===== src/rtl/fbPkg.sv =====
package fbPkg;

  typedef enum logic [1:0] {
    SEL_COL  = 2'd0,
    SEL_ROW  = 2'd1,
    SEL_DATA = 2'd2,
    SEL_NONE = 2'd3
  } hostSel_e;

  // strobes from control to datapath
  typedef struct packed {
    logic pixEn;
    logic visible;
    logic hsyncOn;
    logic vsyncOn;
    logic loadCol;
    logic loadRow;
    logic loadData;
    logic swapNow;
  } fbStrobe_t;

  // 3-3-2 byte to three 4-bit DAC codes by top-bit replication
  function automatic logic [11:0] pixToRgb(input logic [7:0] p);
    logic [3:0] r, g, b;
    r = {p[7:5], p[7]};
    g = {p[4:2], p[4]};
    b = {p[1:0], p[1:0]};
    return {r, g, b};
  endfunction

endpackage


===== src/rtl/fbCtrl.sv =====
module fbCtrl
  import fbPkg::*;
#(
  parameter int H_VIS  = 640,
  parameter int H_FP   = 16,
  parameter int H_SYNC = 96,
  parameter int H_BP   = 48,
  parameter int V_VIS  = 480,
  parameter int V_FP   = 10,
  parameter int V_SYNC = 2,
  parameter int V_BP   = 33,
  parameter int X_BITS = 8,
  parameter int Y_BITS = 7,
  parameter int BIN_SHIFT = 2
) (
  input  logic              clk,
  input  logic              rstN,
  input  logic              hostWr,
  input  logic [1:0]        hostSel,
  input  logic              hostSwap,
  input  logic              wrBusy,
  output fbStrobe_t         stb,
  output logic [X_BITS-1:0] xBin,
  output logic [Y_BITS-1:0] yBin
);

  localparam int H_TOT = H_VIS + H_FP + H_SYNC + H_BP;
  localparam int V_TOT = V_VIS + V_FP + V_SYNC + V_BP;
  localparam int HW    = $clog2(H_TOT);
  localparam int VW    = $clog2(V_TOT);
  localparam int HS_LO = H_VIS + H_FP;
  localparam int HS_HI = HS_LO + H_SYNC;
  localparam int VS_LO = V_VIS + V_FP;
  localparam int VS_HI = VS_LO + V_SYNC;

  logic          pixTgl;
  logic [HW-1:0] hCnt;
  logic [VW-1:0] vCnt;
  logic          swapPend;
  logic          lineEnd, frameEnd, blankEdge, swapNow;

  assign lineEnd   = (hCnt == HW'(H_TOT - 1));
  assign frameEnd  = (vCnt == VW'(V_TOT - 1));
  assign blankEdge = pixTgl & lineEnd & (vCnt == VW'(V_VIS - 1));
  // a write strobe still on the bus defers the exchange to the next frame
  assign swapNow   = blankEdge & swapPend & ~wrBusy;

  always_ff @(posedge clk or negedge rstN) begin
    if (!rstN) begin
      pixTgl   <= 1'b0;
      hCnt     <= '0;
      vCnt     <= '0;
      swapPend <= 1'b0;
    end else begin
      pixTgl   <= ~pixTgl;
      swapPend <= (swapPend | hostSwap) & ~swapNow;
      if (pixTgl) begin
        if (lineEnd) begin
          hCnt <= '0;
          vCnt <= frameEnd ? '0 : vCnt + 1'b1;
        end else begin
          hCnt <= hCnt + 1'b1;
        end
      end
    end
  end

  assign stb.pixEn    = pixTgl;
  assign stb.visible  = (hCnt < HW'(H_VIS)) && (vCnt < VW'(V_VIS));
  assign stb.hsyncOn  = (hCnt >= HW'(HS_LO)) && (hCnt < HW'(HS_HI));
  assign stb.vsyncOn  = (vCnt >= VW'(VS_LO)) && (vCnt < VW'(VS_HI));
  assign stb.loadCol  = hostWr && (hostSel == SEL_COL);
  assign stb.loadRow  = hostWr && (hostSel == SEL_ROW);
  assign stb.loadData = hostWr && (hostSel == SEL_DATA);
  assign stb.swapNow  = swapNow;

  assign xBin = X_BITS'(hCnt >> BIN_SHIFT);
  assign yBin = Y_BITS'(vCnt >> BIN_SHIFT);

endmodule


===== src/rtl/fbData.sv =====
module fbData
  import fbPkg::*;
#(
  parameter int X_BITS = 8,
  parameter int Y_BITS = 7,
  parameter int ADDR_W = 17,
  parameter int PIX_W  = 8,
  parameter int DAC_W  = 4
) (
  input  logic                          clk,
  input  logic                          rstN,
  input  fbStrobe_t                     stb,
  input  logic [X_BITS-1:0]             xBin,
  input  logic [Y_BITS-1:0]             yBin,
  input  logic [PIX_W-1:0]              hostData,
  input  logic [1:0][PIX_W-1:0]         busRdata,
  output logic [1:0][ADDR_W-1:0]        busAddr,
  output logic [1:0][PIX_W-1:0]         busWdata,
  output logic [1:0]                    busWeN,
  output logic [1:0]                    busOeN,
  output logic                          wrBusy,
  output logic                          hsyncN,
  output logic                          vsyncN,
  output logic [3*DAC_W-1:0]            rgb
);

  logic [X_BITS-1:0] colLat;
  logic [Y_BITS-1:0] rowLat;
  logic [PIX_W-1:0]  dataLat;
  logic              wrPend;
  logic              page;      // index of the shown SRAM
  logic [ADDR_W-1:0] dispAddr, drawAddr;
  logic [PIX_W-1:0]  dispPix;

  always_ff @(posedge clk or negedge rstN) begin
    if (!rstN) begin
      colLat  <= '0;
      rowLat  <= '0;
      dataLat <= '0;
      wrPend  <= 1'b0;
      page    <= 1'b0;
    end else begin
      if (stb.loadCol)  colLat  <= hostData[X_BITS-1:0];
      if (stb.loadRow)  rowLat  <= hostData[Y_BITS-1:0];
      if (stb.loadData) dataLat <= hostData;
      wrPend <= stb.loadData;
      page   <= page ^ stb.swapNow;
    end
  end

  assign wrBusy   = wrPend;
  assign dispAddr = ADDR_W'({yBin, xBin});
  assign drawAddr = ADDR_W'({rowLat, colLat});

  for (genvar g = 0; g < 2; g++) begin : gBus
    logic shown;
    assign shown       = (page == 1'(g));
    assign busAddr[g]  = shown ? dispAddr : drawAddr;
    assign busWdata[g] = dataLat;
    assign busWeN[g]   = shown | ~wrPend;
    assign busOeN[g]   = ~shown;
  end

  assign dispPix = busRdata[page];

  always_ff @(posedge clk or negedge rstN) begin
    if (!rstN) begin
      hsyncN <= 1'b1;
      vsyncN <= 1'b1;
      rgb    <= '0;
    end else if (stb.pixEn) begin
      hsyncN <= ~stb.hsyncOn;
      vsyncN <= ~stb.vsyncOn;
      rgb    <= stb.visible ? pixToRgb(dispPix) : '0;
    end
  end

endmodule


===== src/rtl/fbPageFlip.sv =====
module fbPageFlip
  import fbPkg::*;
#(
  parameter int H_VIS  = 640,
  parameter int H_FP   = 16,
  parameter int H_SYNC = 96,
  parameter int H_BP   = 48,
  parameter int V_VIS  = 480,
  parameter int V_FP   = 10,
  parameter int V_SYNC = 2,
  parameter int V_BP   = 33,
  parameter int ADDR_W = 17
) (
  input  logic              clk,
  input  logic              rstN,
  input  logic              hostWr,
  input  logic [1:0]        hostSel,
  input  logic [7:0]        hostData,
  input  logic              hostSwap,
  output logic [ADDR_W-1:0] memAAddr,
  output logic [7:0]        memAWdata,
  input  logic [7:0]        memARdata,
  output logic              memAWeN,
  output logic              memAOeN,
  output logic [ADDR_W-1:0] memBAddr,
  output logic [7:0]        memBWdata,
  input  logic [7:0]        memBRdata,
  output logic              memBWeN,
  output logic              memBOeN,
  output logic              hsyncN,
  output logic              vsyncN,
  output logic [3:0]        red,
  output logic [3:0]        green,
  output logic [3:0]        blue
);

  localparam int X_BITS = 8;
  localparam int Y_BITS = 7;

  fbStrobe_t              stb;
  logic [X_BITS-1:0]      xBin;
  logic [Y_BITS-1:0]      yBin;
  logic                   wrBusy;
  logic [1:0][7:0]        busRdata, busWdata;
  logic [1:0][ADDR_W-1:0] busAddr;
  logic [1:0]             busWeN, busOeN;
  logic [11:0]            rgb;

  fbCtrl #(
    .H_VIS(H_VIS), .H_FP(H_FP), .H_SYNC(H_SYNC), .H_BP(H_BP),
    .V_VIS(V_VIS), .V_FP(V_FP), .V_SYNC(V_SYNC), .V_BP(V_BP),
    .X_BITS(X_BITS), .Y_BITS(Y_BITS), .BIN_SHIFT(2)
  ) uCtrl (
    .clk(clk), .rstN(rstN), .hostWr(hostWr), .hostSel(hostSel),
    .hostSwap(hostSwap), .wrBusy(wrBusy), .stb(stb),
    .xBin(xBin), .yBin(yBin)
  );

  fbData #(
    .X_BITS(X_BITS), .Y_BITS(Y_BITS), .ADDR_W(ADDR_W), .PIX_W(8), .DAC_W(4)
  ) uData (
    .clk(clk), .rstN(rstN), .stb(stb), .xBin(xBin), .yBin(yBin),
    .hostData(hostData), .busRdata(busRdata), .busAddr(busAddr),
    .busWdata(busWdata), .busWeN(busWeN), .busOeN(busOeN),
    .wrBusy(wrBusy), .hsyncN(hsyncN), .vsyncN(vsyncN), .rgb(rgb)
  );

  assign busRdata[0] = memARdata;
  assign busRdata[1] = memBRdata;
  assign memAAddr    = busAddr[0];
  assign memBAddr    = busAddr[1];
  assign memAWdata   = busWdata[0];
  assign memBWdata   = busWdata[1];
  assign memAWeN     = busWeN[0];
  assign memBWeN     = busWeN[1];
  assign memAOeN     = busOeN[0];
  assign memBOeN     = busOeN[1];
  assign {red, green, blue} = rgb;

endmodule


===== config.mk =====
export PLATFORM = sky130hd
export DESIGN_NAME = fbPageFlip
export DESIGN_NICKNAME = d
export VERILOG_FILES = /design/src/rtl/fbPkg.sv /design/src/rtl/fbCtrl.sv /design/src/rtl/fbData.sv /design/src/rtl/fbPageFlip.sv
export SDC_FILE = /design/constraint.sdc
export NUM_CORES = 1
export LEC_CHECK = 0
export ABC_AREA = 1
export BUFFER_PORTS_ARGS = -buffer_cell sky130_fd_sc_hd__buf_2
export CAP_MARGIN = 40
export CORE_MARGIN = 4
export CORE_UTILIZATION = 48
export CTS_BUF_LIST = sky130_fd_sc_hd__clkbuf_4 sky130_fd_sc_hd__clkbuf_8
export DETAILED_ROUTE_END_ITERATION = 10
export PLACE_DENSITY_LB_ADDON = 0.05
export SYNTH_ARGS = -nofsm -noshare
export SYNTH_HDL_FRONTEND = slang
export SYNTH_SLANG_ARGS = --single-unit

===== constraint.sdc =====
create_clock -name clk -period 1.8 [get_ports clk]
set_input_delay 0.09 -clock clk [delete_from_list [all_inputs] [get_ports clk]]
set_output_delay 0.09 -clock clk [all_outputs]
set_load 0.005 [all_outputs]

# Yosys cells after proc, flatten, opt, wreduce, memory -nomap -nowiden
# Index checks and enable logic that the tools add are counted.
# W data, S select, Z words.
# word_totals
output_inout_bits	68
elab_cells	56
ff_bits	61
input_bits	30
# classes
muxes	7
bitwise	15
magnitude_cmp	7
eq_ne	5
add_sub_neg	2
reduce_logical	8
# op_table
operator	count
$mux W15	2
$add A10 B1 Y10 const B	2
$eq A10 B10 Y1 const B	2
$lt A10 B10 Y1 const B	2
$lt A10 B9 Y1 const B	2
$mux W10	2
$mux W8	2
$mux W12	1
$eq A10 B9 Y1 const B	1
$ge A10 B10 Y1 const B	1
$ge A10 B9 Y1 const B	1
$logic_and A1 B1 Y1	6
$not A1 Y1	6
$and A1 B1 Y1	5
$or A1 B1 Y1	3
$eq A2 B1 Y1 const B	1
$eq A2 B2 Y1 const B	1
$logic_not A2 Y1	1
$lt A1 B2 Y1 const B	1
$reduce_and A2 Y1	1
$xor A1 B1 Y1	1

# Logic depth before layout (Yosys ltp)
# logic_depth
ltp_word	7
mapped_depth	8
mapped_depth_nobuf	8

# Hierarchy
# From an unflattened synthesis, not the netlist that was laid out.
# unflattened
hier_cells	457
hier_area_um2	3420.8
# modules_own_cells
module	seq_area_each_um2	n_inst	cells_per_inst	area_per_inst_um2
fbData	878.3	1	262	1895.6
fbCtrl	550.5	1	195	1525.2

# Least setup slack after synthesis
# No wires, ideal clock.
# synth_path
path_kind	reg2reg
from	register uCtrl.vCnt[0]
to	register uCtrl.swapPend
setup_slack_ns	0.493
required_ns	1.683
stages_incl_launch_ff	9
setup_ns	0.117
arrival_ns	1.189
path_buffers	0
synth_period_minus_slack_ns	1.307
cell_sequence	dfrtp_1 ha_1 inv_1 nor2_1 nand2_1 nor2_2 nand2_1 o21ai_1 inv_1
# synth_between
elab_chain_len	6
# synth_lines
item	line_no	rtl
start: declaration	fbCtrl.sv:38	logic [VW-1:0] vCnt;
start signal: assignment	fbCtrl.sv:60	vCnt <= frameEnd ? '0 : vCnt + 1'b1;
$eq A10 B9 Y1	fbCtrl.sv:44	assign blankEdge = pixTgl & lineEnd & (vCnt == VW'(V_VIS - 1));
$and A1 B1 Y1	fbCtrl.sv:44	
$and A1 B1 Y1 (2 in series)	fbCtrl.sv:46	assign swapNow = blankEdge & swapPend & ~wrBusy;
$not A1 Y1	fbCtrl.sv:56	swapPend <= (swapPend | hostSwap) & ~swapNow;
$and A1 B1 Y1	fbCtrl.sv:56	
end signal: assignment	fbCtrl.sv:56	
end: declaration	fbCtrl.sv:39	logic swapPend;
# No other way between the ends.
# A chain may end at the register's enable or synchronous reset.

# Worst setup path in the final report
# layout_path
from	register uCtrl.hCnt[5]
to	register uCtrl.vCnt[9]
# layout_between
elab_chain_len	2
# layout_lines
item	line_no	rtl
start: declaration	fbCtrl.sv:37	logic [HW-1:0] hCnt;
start signal: assignment	fbCtrl.sv:62	hCnt <= hCnt + 1'b1;
$eq A10 B10 Y1	fbCtrl.sv:42	assign lineEnd = (hCnt == HW'(H_TOT - 1));
$reduce_and A2 Y1 (no line)	n/a	
# No other way between the ends.

==> flow_summary.ini <==
[routing]
drt_first_iter_violations = 179
route.detailed.vias_per_inst = 5.05
detail_route.wl_per_cell_um = 13.5
drt_pass1_iterations = 4
drc = 0
finalWirelength_um = 8000
final_antenna_violating_net_count = 0
routed-via-count = 2987

[clocking]
clk_latency_ns = 0.35
clkSlewWorstSetupHoldPaths_ns = 0.07
cts_tree = done
clockRootBuffer = sky130_fd_sc_hd__clkbuf_8
postCtsSetupBuffers = 0
tritoncts.num_buffers = 9
cts_htree_levels = 3
cts.path.max_buffers = 2
clock_sink_count = 57

[worst_hold_path]
worst_hold_path_type = in2reg
hp-start = hostData[7]

[die]
design.core.area_um2 = 6420
die_width_um = 89.7
initial_utilization_pct = 49.9
fp.dieArea_um2 = 8050
die_y_um = 89.7
fp-row-count = 29
floorplan.io_pins = 98

[synthesis]
main_synth_ff_type = sky130_fd_sc_hd__dfrtp_1
syn_inst = 427
yosys_warnings = 0
synth_cell_type_count = 29
top_area_cell_type_share_of_the_netlist_area_pct = 43.0
netlist_top_cells_area = sky130_fd_sc_hd__dfrtp_1, sky130_fd_sc_hd__nand2_1, sky130_fd_sc_hd__o21ai_0, sky130_fd_sc_hd__inv_1, sky130_fd_sc_hd__nor2_1
ys_ff_latch = 57
synth_common_cells = sky130_fd_sc_hd__nand2_1, sky130_fd_sc_hd__o21ai_0, sky130_fd_sc_hd__dfrtp_1
synthDominantAreaCellType = sky130_fd_sc_hd__dfrtp_1
synth_edf_count = 0
synthMostInstantiatedCell = sky130_fd_sc_hd__nand2_1
synthesis.area_um2 = 3200
synth_seq_area_share_pct = 44.6
synth-async-reset-ratio_pct = 100
synthesis.area_per_instance_um2 = 7.50

[global_routing]
grt_max_degree = 41
via_count_of_the_first_global_routing_pass = 2762
antenna_found_initial = 0
groute.usage.overall_pct = 20.3
first_pass_grt_wire_length_um = 13300
globalRouteOverflowTotal = 0

[power]
total_leakage_power_nw = 2.01
power.ir.vdd_worst_mv = 0.404
power_per_cell_area_nw_per_um2 = 783
post-layout-total-power_mw = 3.02

[placed_design]
gp_routability_congestion = 0.896
numPlacedInstances = 572
portBuffers = 93
dpl.hpwl_um = 6090
detailed_place.area_um2 = 3620

[layout]
layout.nets = 544
fin_util_pct = 60.0
flow.area_growth_from_synthesis_pct = 20.3
drive_gt1_share_pct = 25.7
post-route-cell-area_um2 = 3850
post_layout_nonfiller_instances = 591
num-fill-cells = 590
insertedDiodeCount = 0

[sta]
fin_tns_setup_ns = 0
achievable-frequency_mhz = 665
period_minus_slack_ns = 1.50
clock_skew_ns = 0.00776
min_period_over_period_pct = 83.6
setup_violations = 0
rsz_0062_raised_after_global_routing = false
hold_viol_final = 0
report.final.slew_viol_count = 0

[critical_path]
setup.worst_path.end_class = flip-flop
crit_required_ns = 2.03
setup.worst_path.start = uCtrl.hCnt[5]$_DFFE_PN0P_
setup.worst_path.start_class = flip-flop
regToRegStartpoint = uCtrl.hCnt[5]$_DFFE_PN0P_
worstPathMaxFanout = 12
timing.setup.critical_path_class = reg2reg
crit_arrival_ns = 1.74

[status]
run_status = finished clean

[run]
max_cap_violations = 0
-- layout by cell type, fill, tap and decap left out, types with 2 or more instances in the layout --
cell type and n:
sky130_fd_sc_hd__clkinv_2 2, sky130_fd_sc_hd__clkbuf_8 11, sky130_fd_sc_hd__a21oi_1 5, sky130_fd_sc_hd__dfstp_2 2, sky130_fd_sc_hd__dlygate4sd3_1 4, sky130_fd_sc_hd__nand3_2 3
sky130_fd_sc_hd__xor2_1 4, sky130_fd_sc_hd__nor2_4 3, sky130_fd_sc_hd__buf_2 93, sky130_fd_sc_hd__nand4_1 7, sky130_fd_sc_hd__ha_1 4, sky130_fd_sc_hd__buf_4 5
sky130_fd_sc_hd__nor3_1 9, sky130_fd_sc_hd__inv_1 49, sky130_fd_sc_hd__conb_1 4, sky130_fd_sc_hd__nor2_2 2, sky130_fd_sc_hd__inv_2 2, sky130_fd_sc_hd__o21ai_0 77
sky130_fd_sc_hd__nand2_1 107, sky130_fd_sc_hd__nand3_1 15, sky130_fd_sc_hd__dfrtp_1 55, sky130_fd_sc_hd__o21ai_2 2, sky130_fd_sc_hd__nor2_1 39
-- sequential cells by signal (all words and copies together), names as in the netlist --
name	cells
uData.wrBusy	1
uData.rgb	8
uCtrl.vCnt	10
uData.gBus.shown	1
uData.hsyncN	1
uData.vsyncN	1
uCtrl.pixTgl	1
uCtrl.swapPend	1
uData.colLat	8
uData.rowLat	7
uData.dataLat	8
uCtrl.hCnt	10
-- path summary, 6_finish.rpt --
check,to,slack (ns),depth (start not counted)
max,uCtrl.vCnt[9]$_DFFE_PN0P_,0.30,8
min,uData.colLat[7]$_DFFE_PN0P_,0.02,3
max reg2reg,uCtrl.vCnt[9]$_DFFE_PN0P_,0.30,8
min reg2reg,uData.rgb[6]$_DFFE_PN0P_,0.48,2
max in group asynchronous,uData.vsyncN$_DFFE_PN1P_,0.97,3
min in group asynchronous,uData.rgb[3]$_DFFE_PN0P_,0.22,2
-- worst max-delay path: stages, from the launching register on --
cell	delay (ns)
sky130_fd_sc_hd__dfrtp_1	0.38
sky130_fd_sc_hd__inv_1	0.12
sky130_fd_sc_hd__nand2_1	0.13
sky130_fd_sc_hd__nor2_4	0.17
sky130_fd_sc_hd__nand3_4	0.10
sky130_fd_sc_hd__nor2_4	0.27
sky130_fd_sc_hd__inv_1	0.10
sky130_fd_sc_hd__nand2_1	0.07
sky130_fd_sc_hd__nand2_1	0.05
-- layer usage --
metal	GRT usage (%)	vias to the layer above	share of wire [%]
li1	-	1501	-
met1	27.2	1376	44
met2	32.0	99	48
met3	5.18	11	6.4
met4	7.28	0	1.3
met5	0	-	0
-- cells by family after synthesis --
kind of cell	count (synthesis)	share of synthesized area, %
other	1	0.117
buffers and inverters	85	12.8
xor gates and xnor gates	4	1.09
and+or+nand+nor	190	26.1
adders and majority gates	4	1.56
DFF	57	44.6
AOI/OAI and AO/OA	86	13.7
-- report_power, final --
part,total (mW),internal [mW],switching (mW)
clock network,1.22,0.717,0.498
logic,0.353,0.171,0.181
registers,1.45,1.37,0.0758
total,3.02,2.26,0.755
-- stage by stage --
stage / setup slack (ns) / hold WS [ns]
after detailed placement: 0.294 / 0.0490
after global routing: 0.118 / 0.0618
after global placement: 0.365 / 0.0498
final: 0.296 / 0.0160
after CTS: 0.285 / 0.0190
after floorplan: 0.493 / -0.206
-- final cells by class --
type                       instances  area (um^2)  share of cell area (%)
multi-input combinational        288         1380                    35.7
inverter                          51          191                    4.97
clock buffer                      12          159                    4.12
clock inverter                     3         40.0                    1.04
tap                               77         96.3                    2.50
sequential                        57         1430                    37.1
timing repair buffer             103          563                    14.6
-- what timing repair did --
item,4_1_cts,5_1_grt
hold buffers,4,0
setup endpoints to repair,0,0
resized for setup,0,0
hold endpoints to repair,19,0
Power figures use the tool's default switching activity.
